[src/rtl/ledscan_pkg.sv]
package ledscan_pkg;
  localparam int BANKS         = 2;
  localparam int ROWS_PER_BANK = 7;
  localparam int DIG_PER_BANK  = 4;
  localparam int DOT_COLS      = 5;
  localparam int LEVEL_W       = 3;
  localparam int SLOTS         = BANKS * ROWS_PER_BANK;
  localparam int DIGITS        = BANKS * DIG_PER_BANK;
  localparam int COL_W         = DIG_PER_BANK * DOT_COLS;
  localparam int SLOT_W        = $clog2(SLOTS);
  localparam int ROW_W         = $clog2(ROWS_PER_BANK);
  localparam int BANK_W        = (BANKS > 1) ? $clog2(BANKS) : 1;
  typedef logic [SLOT_W-1:0] slot_t;
endpackage

[src/rtl/scan_seq.sv]
module scan_seq
  import ledscan_pkg::*;
#(
  parameter int SLOT_TICKS = 8
) (
  input  logic                           clk,
  input  logic                           rst_n,
  input  logic                           adv,
  output slot_t                          slot,
  output logic [$clog2(SLOT_TICKS)-1:0]  phase,
  output logic [BANK_W-1:0]              bank,
  output logic [ROW_W-1:0]               row
);
  localparam int PH_W = $clog2(SLOT_TICKS);

  slot_t            slot_d;
  logic [PH_W-1:0]  phase_d;

  always_comb begin
    slot_d  = slot;
    phase_d = phase;
    if (adv) begin
      if (phase == PH_W'(SLOT_TICKS - 1)) begin
        phase_d = '0;
        slot_d  = (slot == slot_t'(SLOTS - 1)) ? '0 : slot + 1'b1;
      end else begin
        phase_d = phase + 1'b1;
      end
    end
  end

  always_ff @(posedge clk or negedge rst_n) begin
    if (!rst_n) begin
      slot  <= '0;
      phase <= '0;
    end else if (adv) begin
      slot  <= slot_d;
      phase <= phase_d;
    end
  end

  assign bank = BANK_W'(32'(slot) / ROWS_PER_BANK);
  assign row  = ROW_W'(32'(slot) % ROWS_PER_BANK);

  assert_hold_R2: assert property (@(posedge clk) disable iff (!rst_n)
    !adv |=> ($stable(slot) && $stable(phase)));

  assert_wrap_R3: assert property (@(posedge clk) disable iff (!rst_n)
    (adv && slot == slot_t'(SLOTS - 1) && phase == PH_W'(SLOT_TICKS - 1))
      |=> (slot == '0 && phase == '0));

  assert_slot_range_R3: assert property (@(posedge clk) disable iff (!rst_n)
    32'(slot) < SLOTS);
endmodule

[src/rtl/flash_div.sv]
module flash_div #(
  parameter int FLASH_HALF = 50000
) (
  input  logic clk,
  input  logic rst_n,
  input  logic adv,
  output logic dark
);
  localparam int CNT_W = (FLASH_HALF > 1) ? $clog2(FLASH_HALF) : 1;

  logic [CNT_W-1:0] cnt, cnt_d;
  logic             dark_d;
  logic             wrap;

  assign wrap = (cnt == CNT_W'(FLASH_HALF - 1));

  always_comb begin
    cnt_d  = cnt + 1'b1;
    dark_d = dark;
    if (wrap) begin
      cnt_d  = '0;
      dark_d = ~dark;
    end
  end

  always_ff @(posedge clk or negedge rst_n) begin
    if (!rst_n) begin
      cnt  <= '0;
      dark <= 1'b0;
    end else if (adv) begin
      cnt  <= cnt_d;
      dark <= dark_d;
    end
  end

  assert_flash_hold_R7: assert property (@(posedge clk) disable iff (!rst_n)
    !adv |=> $stable(dark));

  assert_flash_toggle_R7: assert property (@(posedge clk) disable iff (!rst_n)
    (adv && wrap) |=> (dark != $past(dark)));

  assert_flash_steady_R7: assert property (@(posedge clk) disable iff (!rst_n)
    (adv && !wrap) |=> $stable(dark));
endmodule

[src/rtl/col_gate.sv]
module col_gate
  import ledscan_pkg::*;
#(
  parameter int SLOT_TICKS = 8
) (
  input  logic                          clk,
  input  logic                          rst_n,
  input  logic [$clog2(SLOT_TICKS)-1:0] phase,
  input  logic [BANK_W-1:0]             bank,
  input  logic [COL_W-1:0]              dots,
  input  logic [LEVEL_W-1:0]            bright,
  input  logic                          flash_en,
  input  logic [DIGITS-1:0]             flash_map,
  input  logic                          dark,
  output logic [COL_W-1:0]              col
);
  localparam int PH_W   = $clog2(SLOT_TICKS);
  localparam int CW     = PH_W + 1;
  localparam int ACTIVE = SLOT_TICKS - 1;
  localparam int MAXL   = (1 << LEVEL_W) - 1;

  logic [CW-1:0]           on_cnt;
  logic                    lit;
  logic [DIG_PER_BANK-1:0] map_bank;
  logic [DIG_PER_BANK-1:0] hidden;

  always_comb begin
    on_cnt = CW'(((MAXL - int'(bright)) * ACTIVE) / MAXL);
    lit    = (phase != '0) && (({1'b0, phase} - CW'(1)) < on_cnt);
    map_bank = flash_map[DIG_PER_BANK * int'(bank) +: DIG_PER_BANK];
  end

  for (genvar k = 0; k < DIG_PER_BANK; k++) begin : g_digit
    assign hidden[k] = flash_en & map_bank[k] & dark;
    assign col[k*DOT_COLS +: DOT_COLS] =
      (lit && !hidden[k]) ? dots[k*DOT_COLS +: DOT_COLS] : '0;
  end

  assert_blank_R5: assert property (@(posedge clk) disable iff (!rst_n)
    (phase == '0) |-> (col == '0));

  assert_dark_R9: assert property (@(posedge clk) disable iff (!rst_n)
    (bright == '1) |-> (col == '0));

  assert_steady_R8: assert property (@(posedge clk) disable iff (!rst_n)
    (!flash_en && phase != '0 && bright == '0) |-> (col == dots));
endmodule

[src/rtl/led_scan_timer.sv]
module led_scan_timer
  import ledscan_pkg::*;
#(
  parameter int SLOT_TICKS = 8,
  parameter int FLASH_HALF = 50000
) (
  input  logic                 clk,
  input  logic                 rst_n,
  input  logic                 tick_int,
  input  logic                 tick_ext,
  input  logic                 src_int,
  input  logic [LEVEL_W-1:0]   bright_lvl,
  input  logic                 flash_en,
  input  logic [DIGITS-1:0]    flash_map,
  output logic [BANK_W-1:0]    look_bank,
  output logic [ROW_W-1:0]     look_row,
  input  logic [COL_W-1:0]     look_dots,
  output logic [SLOTS-1:0]     row_en,
  output logic [COL_W-1:0]     col_drv
);
  localparam int PH_W = $clog2(SLOT_TICKS);

  logic            rs1, rs2;
  logic            adv;
  slot_t           slot;
  logic [PH_W-1:0] phase;
  logic            dark;

  always_ff @(posedge clk or negedge rst_n) begin
    if (!rst_n) begin
      rs1 <= 1'b0;
      rs2 <= 1'b0;
    end else begin
      rs1 <= 1'b1;
      rs2 <= rs1;
    end
  end

  assign adv = src_int ? tick_int : tick_ext;

  scan_seq #(.SLOT_TICKS(SLOT_TICKS)) u_seq (
    .clk   (clk),
    .rst_n (rs2),
    .adv   (adv),
    .slot  (slot),
    .phase (phase),
    .bank  (look_bank),
    .row   (look_row)
  );

  flash_div #(.FLASH_HALF(FLASH_HALF)) u_flash (
    .clk   (clk),
    .rst_n (rs2),
    .adv   (adv),
    .dark  (dark)
  );

  col_gate #(.SLOT_TICKS(SLOT_TICKS)) u_gate (
    .clk       (clk),
    .rst_n     (rs2),
    .phase     (phase),
    .bank      (look_bank),
    .dots      (look_dots),
    .bright    (bright_lvl),
    .flash_en  (flash_en),
    .flash_map (flash_map),
    .dark      (dark),
    .col       (col_drv)
  );

  for (genvar i = 0; i < SLOTS; i++) begin : g_row
    assign row_en[i] = (slot == slot_t'(i));
  end

  assert_row_onehot_R3: assert property (@(posedge clk) disable iff (!rs2)
    $onehot(row_en));

  assert_row_range_R3: assert property (@(posedge clk) disable iff (!rs2)
    32'(look_row) < ROWS_PER_BANK);

  assert_reset_state_R1: assert property (@(posedge clk) disable iff (!rst_n)
    !rs2 |-> (row_en == SLOTS'(1) && col_drv == '0));
endmodule

[config.mk]
export PLATFORM = sky130hd
export DESIGN_NAME = led_scan_timer
export DESIGN_NICKNAME = d
export VERILOG_FILES = /design/src/rtl/ledscan_pkg.sv /design/src/rtl/scan_seq.sv /design/src/rtl/flash_div.sv /design/src/rtl/col_gate.sv /design/src/rtl/led_scan_timer.sv
export SDC_FILE = /design/constraint.sdc
export NUM_CORES = 1
export LEC_CHECK = 0
export ABC_AREA = 1
export BUFFER_PORTS_ARGS = -buffer_cell sky130_fd_sc_hd__buf_2
export CORE_ASPECT_RATIO = 1.25
export CORE_MARGIN = 2
export CORE_UTILIZATION = 47
export CTS_CLUSTER_DIAMETER = 60
export CTS_CLUSTER_SIZE = 30
export DETAILED_ROUTE_END_ITERATION = 7
export GPL_TIMING_DRIVEN = 0
export PLACE_DENSITY = 0.74
export SYNTH_ARGS = -nofsm -noshare
export SYNTH_HDL_FRONTEND = slang
export SYNTH_SLANG_ARGS = --single-unit
[constraint.sdc]
create_clock -name clk -period 5.97 [get_ports clk]
set_input_delay 1.4925 -clock clk [delete_from_list [all_inputs] [get_ports clk]]
set_output_delay 1.4925 -clock clk [all_outputs]
set_load 0.02 [all_outputs]
# Word level (Yosys, flattened, before mapping)
# Cells that the tools add are included.
# Widths: inputs -> output; s select.
[word_totals]
mem_count = 0
latchBits = 0
ff_bits = 26
mem_bits_rw = 0
elab_cells = 62
romBits = 0
[classes]
mul = 1
order_cmp = 1
shift = 1
bitwise_logic = 9
addsub = 5
reduce_logical = 13
n_div = 3
mux = 8
n_eq_ne = 15
[op_table]
columns = ["cell", "count"]
rows = [
  ["$div 32x4->32 const B", 1],
  ["$div 4x3->32 const B", 1],
  ["$mod 4x3->32 const B", 1],
  ["$mul 32x4->32 const B", 1],
  ["$eq 4x4->1 const B", 6],
  ["$mux 5", 4],
  ["$add 16x1->16 const B", 1],
  ["$eq 16x16->1 const B", 1],
  ["$eq 4x3->1 const B", 4],
  ["$mux 16", 1],
  ["$and 1x1->1", 8],
  ["$eq 4x2->1 const B", 2],
  ["$shiftx 8x4->4", 1],
  ["$logic_and 1x1->1", 5],
  ["$add 4x1->4 const B", 1],
  ["$eq 4x1->1 const B", 1],
  ["$logic_not 1->1", 4],
  ["$logic_not 4->1", 1],
  ["$lt 4x4->1", 1],
  ["$mux 4", 1],
  ["$reduce_and 2->1", 2],
  ["$sub 3x1->4 const B", 1],
  ["$sub 3x3->4 const A", 1],
  ["$add 3x1->3 const B", 1],
  ["other kinds (5)", 5],
]

# Longest topological paths before layout
# Gate-level depths: netlist of run 1.
[depth]
word_depth = 7
mapped_depth = 28
mapped_depth_nobuf = 28

# By module
# A second synthesis of run 1 with hierarchy kept.
[hier_totals]
cells_unflattened = 377
hier_area_um2 = 2467.4
[modules_own_cells]
columns = ["mod", "cells_each", "area_each_um2", "seq_area_each_um2", "n_inst"]
rows = [
  ["flash_div", 136, 1011.0, 425.4, 1],
  ["col_gate", 146, 777.0, 0.0, 1],
  ["scan_seq", 63, 515.5, 175.2, 1],
  ["led_scan_timer", 32, 163.9, 50.0, 1],
]

# Worst setup path before layout of run 1
# OpenSTA, ideal clock, no wires.
[synth_path]
kind = "input port to output port"
from = "in bright_lvl[0]"
to = "out col_drv[0]"
path_buffers = 0
stages = 24
required_ps = 4478
arrival_time_ps = 4664
setup_slack_ps = -186
cell_sequence = "inv_1 -> fa_1 -> nand2_1 -> inv_1 -> fa_1 -> nand2_1 -> nand2_1 -> nor2_1 -> ha_1 -> inv_1 -> nand2_1 -> nand2_1 -> nor2_1 -> inv_1 -> o21ai_0 -> nand2_1 -> nand2_1 -> nor2_1 -> ha_1 -> o211ai_1 -> nand2_1 -> a21oi_4 -> nand2_4 -> nor2_2"
[synth_via]
elab_chain_len = 7
[synth_lines]
columns = ["element", "line", "source"]
rows = [
  ["from (decl)", "led_scan_timer.sv:12", "input logic [LEVEL_W-1:0] bright_lvl,"],
  ["$sub 3x3->4", "col_gate.sv:28", "on_cnt = CW'(((MAXL - int'(bright)) * ACTIVE) / MAXL);"],
  ["$mul 32x4->32", "col_gate.sv:28", ""],
  ["$div 32x4->32", "col_gate.sv:28", ""],
  ["$lt 4x4->1", "col_gate.sv:29", "lit = (phase != '0) && (({1'b0, phase} - CW'(1)) < on_cnt);"],
  ["$logic_and 1x1->1", "col_gate.sv:29", ""],
  ["$logic_and 1x1->1", "col_gate.sv:36", "(lit && !hidden[k]) ? dots[k*DOT_COLS +: DOT_COLS] : '0;"],
  ["$mux 5", "col_gate.sv:36", ""],
  ["to (decl)", "led_scan_timer.sv:19", "output logic [COL_W-1:0] col_drv"],
]
# Every way passes these cells.

# Final worst setup path of run 1
[layout_path]
from = "in bright_lvl[1]"
to = "out col_drv[8]"
# Same word-level chain as after synthesis.

==> results.py, run 1 <==
metrics = {
    "logic_synthesis": {
        "syn_area_per_cell_um2": 7.06,
        "synth_flop_cell": "dfrtp_1",
        "synth.area.top_cells": "dfrtp_1, ha_1, inv_1",
        "yosysMostFrequentCell": "inv_1",
        "async_flop_share": 1.00,
        "synthCells": 344,
        "syn_area_mm2": 0.00243,
        "yosys.area.top_type": "dfrtp_1",
        "ys_warn_count": 0,
        "synthDistinctLibCells": 32,
        "yosysSeqAreaShare": 0.268,
        "yosys-top-cells-count": "inv_1, nand2_1, nor2_1",
        "synth_top_area_frac": 0.268,
        "syn_nets": 403,
        "synth-edff-count": 0,
        "ys_seq_elements": 26,
    },
    "detailed_routing": {
        "drtIter0Drc": 53,
        "routed_wirelength_mm": 5.55,
        "vias_per_cell": 4.87,
        "postRouteAntennaNets": 0,
        "drc": 0,
        "drt_first_pass_iters": 4,
        "wl_per_cell_um": 11.2,
        "vias": 2403,
    },
    "timing": {
        "fin_crit_sh": 1.05,
        "relSlewSlack": 0.373,
        "fin_skew_ns": 0.00167,
        "slew_viol_final": 0,
        "setup_slack_ns": -0.316,
        "tns_ns": -5.96,
        "finalHoldViolations": 0,
        "finalSetupViolCount": 20,
        "rsz0062_at_grt": "yes",
        "min_period_ns": 6.29,
        "worst_pin_slew_ns": 0.941,
        "max_freq_mhz": 159,
    },
    "floorplanning": {
        "chipHeight_um": 84.4,
        "die_area_mm2": 0.00576,
        "die_w_um": 68.3,
        "rows": 29,
        "start_util": 0.482,
        "core_area_mm2": 0.00504,
        "io_pins": 75,
    },
    "power_and_ir_drop": {
        "p_per_area_mw_per_mm2": 494,
        "p_leak_uw": 0.00179,
        "vdd_drop_max_mv": 0.233,
    },
    "clock_network": {
        "ctsRootBufferMaster": "clkbuf_8",
        "cts_max_path_buffers": 2,
        "holdBufCountCts": 0,
        "cts_tree": "yes",
        "path_clk_slew_ns": 0.08,
        "cts_buffers": 3,
        "cts_sinks": 26,
        "insertion_delay_ns": 0.26,
        "h-tree-depth": 1,
    },
    "grt": {
        "grt_start_max_net_pins": 25,
        "grt_pass1_vias": 2203,
        "grt_pass1_wl_mm": 9.14,
        "grt_antenna_before_repair": 0,
        "overflow": 0,
        "grtUsageTotal": 0.195,
    },
    "layout": {
        "antenna_cells": 0,
        "finalInstanceArea_mm2": 0.00342,
        "fin_cells": 493,
        "fin_util": 0.677,
        "drive_above_1_share": 0.385,
        "layout-area-overhead-vs-synth_pct": 40.6,
        "final_nets": 492,
    },
    "critical_path": {
        "worstSetupEndpointType": "output port",
        "crit_required_ns": 4.48,
        "crit_fanout": 5,
        "cp_top_family": "adder cells",
        "path_buf_inv": 6,
        "critPathSlowestCell": "fa_1",
        "cp-start-kind": "primary input",
        "r2r_start": "u_flash.cnt[12]",
        "critical_path_class": "in2out",
        "worst-r2r-cell-count": 6,
        "worst-r2r-setup-slack_ns": 4.38,
        "reg2reg_to": "u_flash.cnt[15]",
        "critPathArrivalTime_ns": 4.79,
        "cpMostUsedCell": "nand2_1",
        "cpPeakStageDelay_ns": 0.50,
    },
    "job": {
        "max_cap_violations": 0,
    },
    "min_path": {
        "min_from": "rs1",
        "whs_path_depth": 0,
        "min_to": "rs2",
        "hold_path.class": "reg2reg",
    },
    "placement": {
        "dp_hpwl_mm": 4.09,
        "post-place-cells": 480,
        "place_area_mm2": 0.00300,
        "gp_congestion": 0.802,
        "portBuffers": 74,
        "place_ws_ns": -0.580,
    },
    "outcome": {
        "outcome": "finished, violations left",
        "violations": "negative setup slack",
    },
}
stage by stage:
step / hold slack [ns] / power (uW)
floorplan: 0.307 / 1120
global placement: 0.343 / 1350
detailed placement: 0.339 / 1370
CTS: 0.367 / 1690
global route: 0.381 / 1840
finish: 0.363 / 1690
metal layers:
layer / share of wire / routed length, um / track usage / vias up
met5: 0 / 0 / 0 / -
met4: 0.011 / 61 / 0.0309 / 0
met3: 0.047 / 260 / 0.0188 / 6
met2: 0.55 / 3050 / 0.369 / 58
met1: 0.39 / 2180 / 0.233 / 1098
li1: - / - / - / 1241
layout by cell type (no fill, tap or decap), types with 3 or more instances in the layout:
master    Yosys  routed
nand2_2       6      12
nand2_4       8       5
nand4_1       3       3
nand2_1      57      50
nand3_1      17      16
nand3_2       4       5
inv_1        65      57
clkbuf_8      0       3
ha_4          0       4
nand2_8       0       4
inv_2         5       9
buf_4         0       9
inv_4         0       3
nand3b_1      4       4
ha_1         20      13
xor2_1        8       8
buf_6         0      20
o21ai_0      11      10
nor3_1        8       8
nor2_4        0      21
dfrtp_1      26      26
buf_2         0      52
a21oi_4       2       3
nor2_1       46      44
a21oi_1      14      11
ha_2          0       3
nor2_2       22       3
power breakdown:
group | internal, uW | leakage, uW | switching, uW | total [uW]
logic | 528 | 0.00146 | 773 | 1300
registers | 224 | 0.000310 | 66.7 | 290
clock network | 45.0 | 0.0000216 | 49.1 | 94.1
total | 797 | 0.00179 | 889 | 1690
logic make-up (layout without fill, tap and decap cells):
logic type,count (synthesis),count (layout),synth area share
and+or+nand+nor,180,180,0.373
buffers and inverters,71,158,0.110
AOI/OAI and AO/OA,34,34,0.0927
DFF,26,26,0.268
adders and majority gates,22,22,0.119
xor gates and xnor gates,10,10,0.0360
other,1,1,0.00154
cell type report:
class / count / area (um2)
Buffer: 1 / 3.75
Inverter: 70 / 275
Multi-Input combinational cell: 247 / 1760
Timing Repair Buffer: 84 / 603
Fill cell: 408 / 1630
Sequential cell: 26 / 651
Clock buffer: 3 / 41.3
Tap cell: 62 / 77.6
sequential cells by signal, summed over array words and instances, names as in the netlist:
register / flops
rs1: 1
rs2: 1
u_flash.cnt: 16
u_flash.dark: 1
u_seq.phase: 3
u_seq.slot: 4
repair_timing:
action / 4_1_cts / 5_1_grt
buffers inserted: 7 / 3
endpoints found under the setup margin: 20 / 20
gates resized for setup: 53 / 26
pin swaps: 18 / 19
how the worst max path moves through the flow:
stage	slack (ns)	depth (start not counted)	endpoint	from
floorplan	-0.07	23	col_drv[0]	bright_lvl[2]
global placement	-0.51	30	col_drv[0]	bright_lvl[1]
detailed placement	-0.58	30	col_drv[0]	bright_lvl[1]
CTS	-0.29	27	col_drv[6]	bright_lvl[0]
global route	-0.49	26	col_drv[5]	bright_lvl[1]
finish	-0.32	26	col_drv[8]	bright_lvl[1]
Note: power is estimated with default switching activity, not from simulation.
==> inputs of run 2 (changes only) <==
SYNTH_HIERARCHICAL = 1   (was default)
==> run 2 against run 1 <==
The run still ends with negative setup slack left. Largest power group unchanged. Sequential power up 6%. Critical path depth down 5. Critical path type unchanged. Clock skew about the same. Register-to-register slack better by 0.13 ns.
==> results.py, run 2 <==
metrics = {
    "timing": {
        "fin_skew_ns": 0.00169,
        "rsz0062_at_grt": "yes",
        "relSlewSlack": 0.316,
        "setup_slack_ns": -0.220,
        "tns_ns": -3.89,
        "worst_pin_slew_ns": 1.01,
        "finalHoldViolations": 0,
        "fin_crit_sh": 1.04,
        "slew_viol_final": 0,
        "max_freq_mhz": 162,
        "finalSetupViolCount": 20,
        "min_period_ns": 6.19,
    },
    "layout": {
        "final_nets": 533,
        "nFillCells": 432,
        "layout-area-overhead-vs-synth_pct": 38.6,
        "reg_top3": "u_flash/cnt x16, u_seq/slot x4, u_seq/phase x3",
        "fin_util": 0.673,
        "final_common_cell": "nand2_1",
        "antenna_cells": 0,
        "largest_reg_flops": 16,
        "layout_common_cells": "nand2_1, nor2_1, inv_1",
        "top_register": "u_flash/cnt",
        "drive_above_1_share": 0.359,
    },
    "detailed_routing": {
        "vias_per_cell": 4.97,
        "drt_first_pass_iters": 4,
        "vias": 2658,
        "postRouteAntennaNets": 0,
        "wl_per_cell_um": 11.7,
        "routed_wirelength_mm": 6.27,
        "drc": 0,
        "drtIter0Drc": 91,
    },
    "floorplanning": {
        "die_area_mm2": 0.00585,
        "chipHeight_um": 85.0,
        "start_util": 0.486,
        "io_pins": 75,
        "die_w_um": 68.8,
        "core_area_mm2": 0.00508,
        "rows": 29,
    },
    "critical_path": {
        "critPathSlowestCell": "fa_1",
        "cp_cell_sequence": "buf_8 > inv_6 > fa_1 > nand2_1 > inv_2 > fa_2 > nand2_2 > nand2_2 > nor2_4 > ha_4 > or2_4 > nand3_2 > nor2_1 > nor2_1 > nand2_1 > nor2_1 > ha_1 > nand3_2 > nand4_1 > nor2_1 > buf_4",
        "worstSetupEndpointType": "output port",
        "critPathArrivalTime_ns": 4.70,
        "cp-start-kind": "primary input",
        "path_buf_inv": 4,
        "cp_top_family": "simple AND/OR/NAND/NOR gates",
        "cpMostUsedCell": "nor2_1",
        "path_depth": 21,
        "crit_required_ns": 4.48,
        "cpPeakStageDelay_ns": 0.50,
        "worst-r2r-cell-count": 6,
        "worstSetupStartpoint": "bright_lvl[0]",
        "critical_path_class": "in2out",
        "r2r_start": "u_flash/cnt[0]",
        "crit_fanout": 5,
    },
    "min_path": {
        "hold_path.class": "reg2reg",
        "whs_path_depth": 0,
        "min_from": "rs1",
    },
    "logic_synthesis": {
        "syn_area_mm2": 0.00247,
        "synthDistinctLibCells": 31,
        "yosysSeqAreaShare": 0.264,
        "yosys.area.top_type": "dfrtp_1",
        "ys_warn_count": 6,
        "ys_seq_elements": 26,
        "yosysMostFrequentCell": "nand2_1",
        "synth.area.top_cells": "dfrtp_1, nand2_1, nor2_1",
        "yosys-top-cells-count": "nand2_1, nor2_1, inv_1",
        "synth-edff-count": 0,
        "syn_area_per_cell_um2": 6.54,
        "synthCells": 377,
        "synth_top_area_frac": 0.264,
        "synth_flop_cell": "dfrtp_1",
        "async_flop_share": 1.00,
        "syn_nets": 436,
    },
    "clock_network": {
        "cts_tree": "yes",
        "insertion_delay_ns": 0.26,
        "ctsRootBufferMaster": "clkbuf_8",
        "cts_buffers": 3,
        "cts_sinks": 26,
        "holdBufCountCts": 0,
        "cts_max_path_buffers": 2,
        "h-tree-depth": 1,
        "path_clk_slew_ns": 0.08,
    },
    "grt": {
        "overflow": 0,
        "grt_pass1_wl_mm": 9.89,
        "grt_antenna_before_repair": 0,
        "grtUsageTotal": 0.212,
        "grt_start_max_net_pins": 25,
        "grt_pass1_vias": 2478,
    },
    "outcome": {
        "outcome": "finished, violations left",
        "violations": "negative setup slack",
    },
    "placement": {
        "place_ws_ns": -0.546,
        "gp_congestion": 0.911,
        "dp_hpwl_mm": 4.26,
        "portBuffers": 74,
    },
    "power_and_ir_drop": {
        "p_per_area_mw_per_mm2": 460,
        "vdd_drop_max_mv": 0.274,
        "p_leak_uw": 0.00193,
    },
    "job": {
        "max_cap_violations": 0,
    },
}
==> run 2: changes by cell type after synthesis, moves of 3 or more <==
| cell | change |
|---|---|
| a21oi_1 | -4 |
| inv_2 | +3 |
| o21ai_0 | -7 |
| nor2_1 | +27 |
| o21ai_1 | +6 |
| nand3_1 | +9 |
| nand2_1 | +21 |
| nand3b_1 | -3 |
| nand2_2 | +5 |
| nor2_2 | -13 |
| nand4_1 | +3 |
| nor3_1 | -4 |
| nand2_4 | -4 |
==> run 2: cell type report <==
cell class	count	area [um2]	area share
repair buffers	92	601	0.176
clock buffers	3	41.3	0.0121
flip-flops and latches	26	651	0.190
multi-input cells	278	1720	0.504
inverters	72	287	0.0838
plain buffers	1	11.3	0.00329
well taps	62	77.6	0.0227
clock inverters	1	30.0	0.00878
==> run 2: cells by family (layout without fill, tap and decap cells) <==
logic type | count (synthesis) | count (layout) | share of synthesized area
AO/OA/AOI/OAI | 24 | 24 | 0.0522
buffers and inverters | 73 | 169 | 0.114
other | 1 | 1 | 0.00152
adder cells (fa/ha/maj) | 22 | 22 | 0.118
XOR/XNOR | 8 | 8 | 0.0284
AND/OR/NAND/NOR | 221 | 221 | 0.413
multiplexers | 2 | 2 | 0.00913
flip-flops | 26 | 26 | 0.264
==> run 2: final timing paths <==
kind	to	slack, ns
min reg2reg	rs2	0.37
max reg2reg	u_flash/cnt[14]	4.51
max in group asynchronous	rs2	4.89
max	col_drv[3]	-0.22
min in group asynchronous	u_flash/cnt[10]	0.38
min	rs2	0.37
==> run 2: through the flow <==
| stage | cells | cell area (um2) | power [uW] | hold slack [ns] |
|---|---|---|---|---|
| after floorplan | 377 | 2470 | 979 | 0.307 |
| after global placement | 513 | 2920 | 1210 | 0.344 |
| after detailed placement | 513 | 2920 | 1230 | 0.337 |
| after CTS | 528 | 3200 | 1480 | 0.370 |
| after global routing | 535 | 3420 | 1730 | 0.372 |
| final | 535 | 3420 | 1570 | 0.369 |
==> run 2: timing repair <==
| item | 4_1_cts | 5_1_grt |
|---|---|---|
| hold endpoints to repair | 0 | 0 |
| setup buffers | 11 | 8 |
| setup endpoints to repair | 20 | 20 |
| pin swaps | 26 | 31 |
| gates resized for setup | 41 | 39 |
==> run 2: worst register-to-register path, cell delays in order (launching register included) <==
cell and delay (ns):
dfrtp_1 0.41, ha_1 0.21, nand3_1 0.15, nor2_2 0.19
nand3_2 0.22, nand2_1 0.13, nor2_1 0.04
==> run 2: per-layer routing <==
| layer | GRT usage | vias up | routed length (um) |
|---|---|---|---|
| li1 | - | 1348 | - |
| met1 | 0.228 | 1173 | 2330 |
| met2 | 0.407 | 112 | 3230 |
| met3 | 0.0212 | 25 | 469 |
| met4 | 0.0766 | 0 | 238 |
| met5 | 0 | - | 0 |
==> run 2: where the power goes <==
group	internal [uW]	switching (uW)	total [uW]
sequential	229	77.0	306
combinational	442	685	1130
clock	89.6	51.3	141
total	761	813	1570
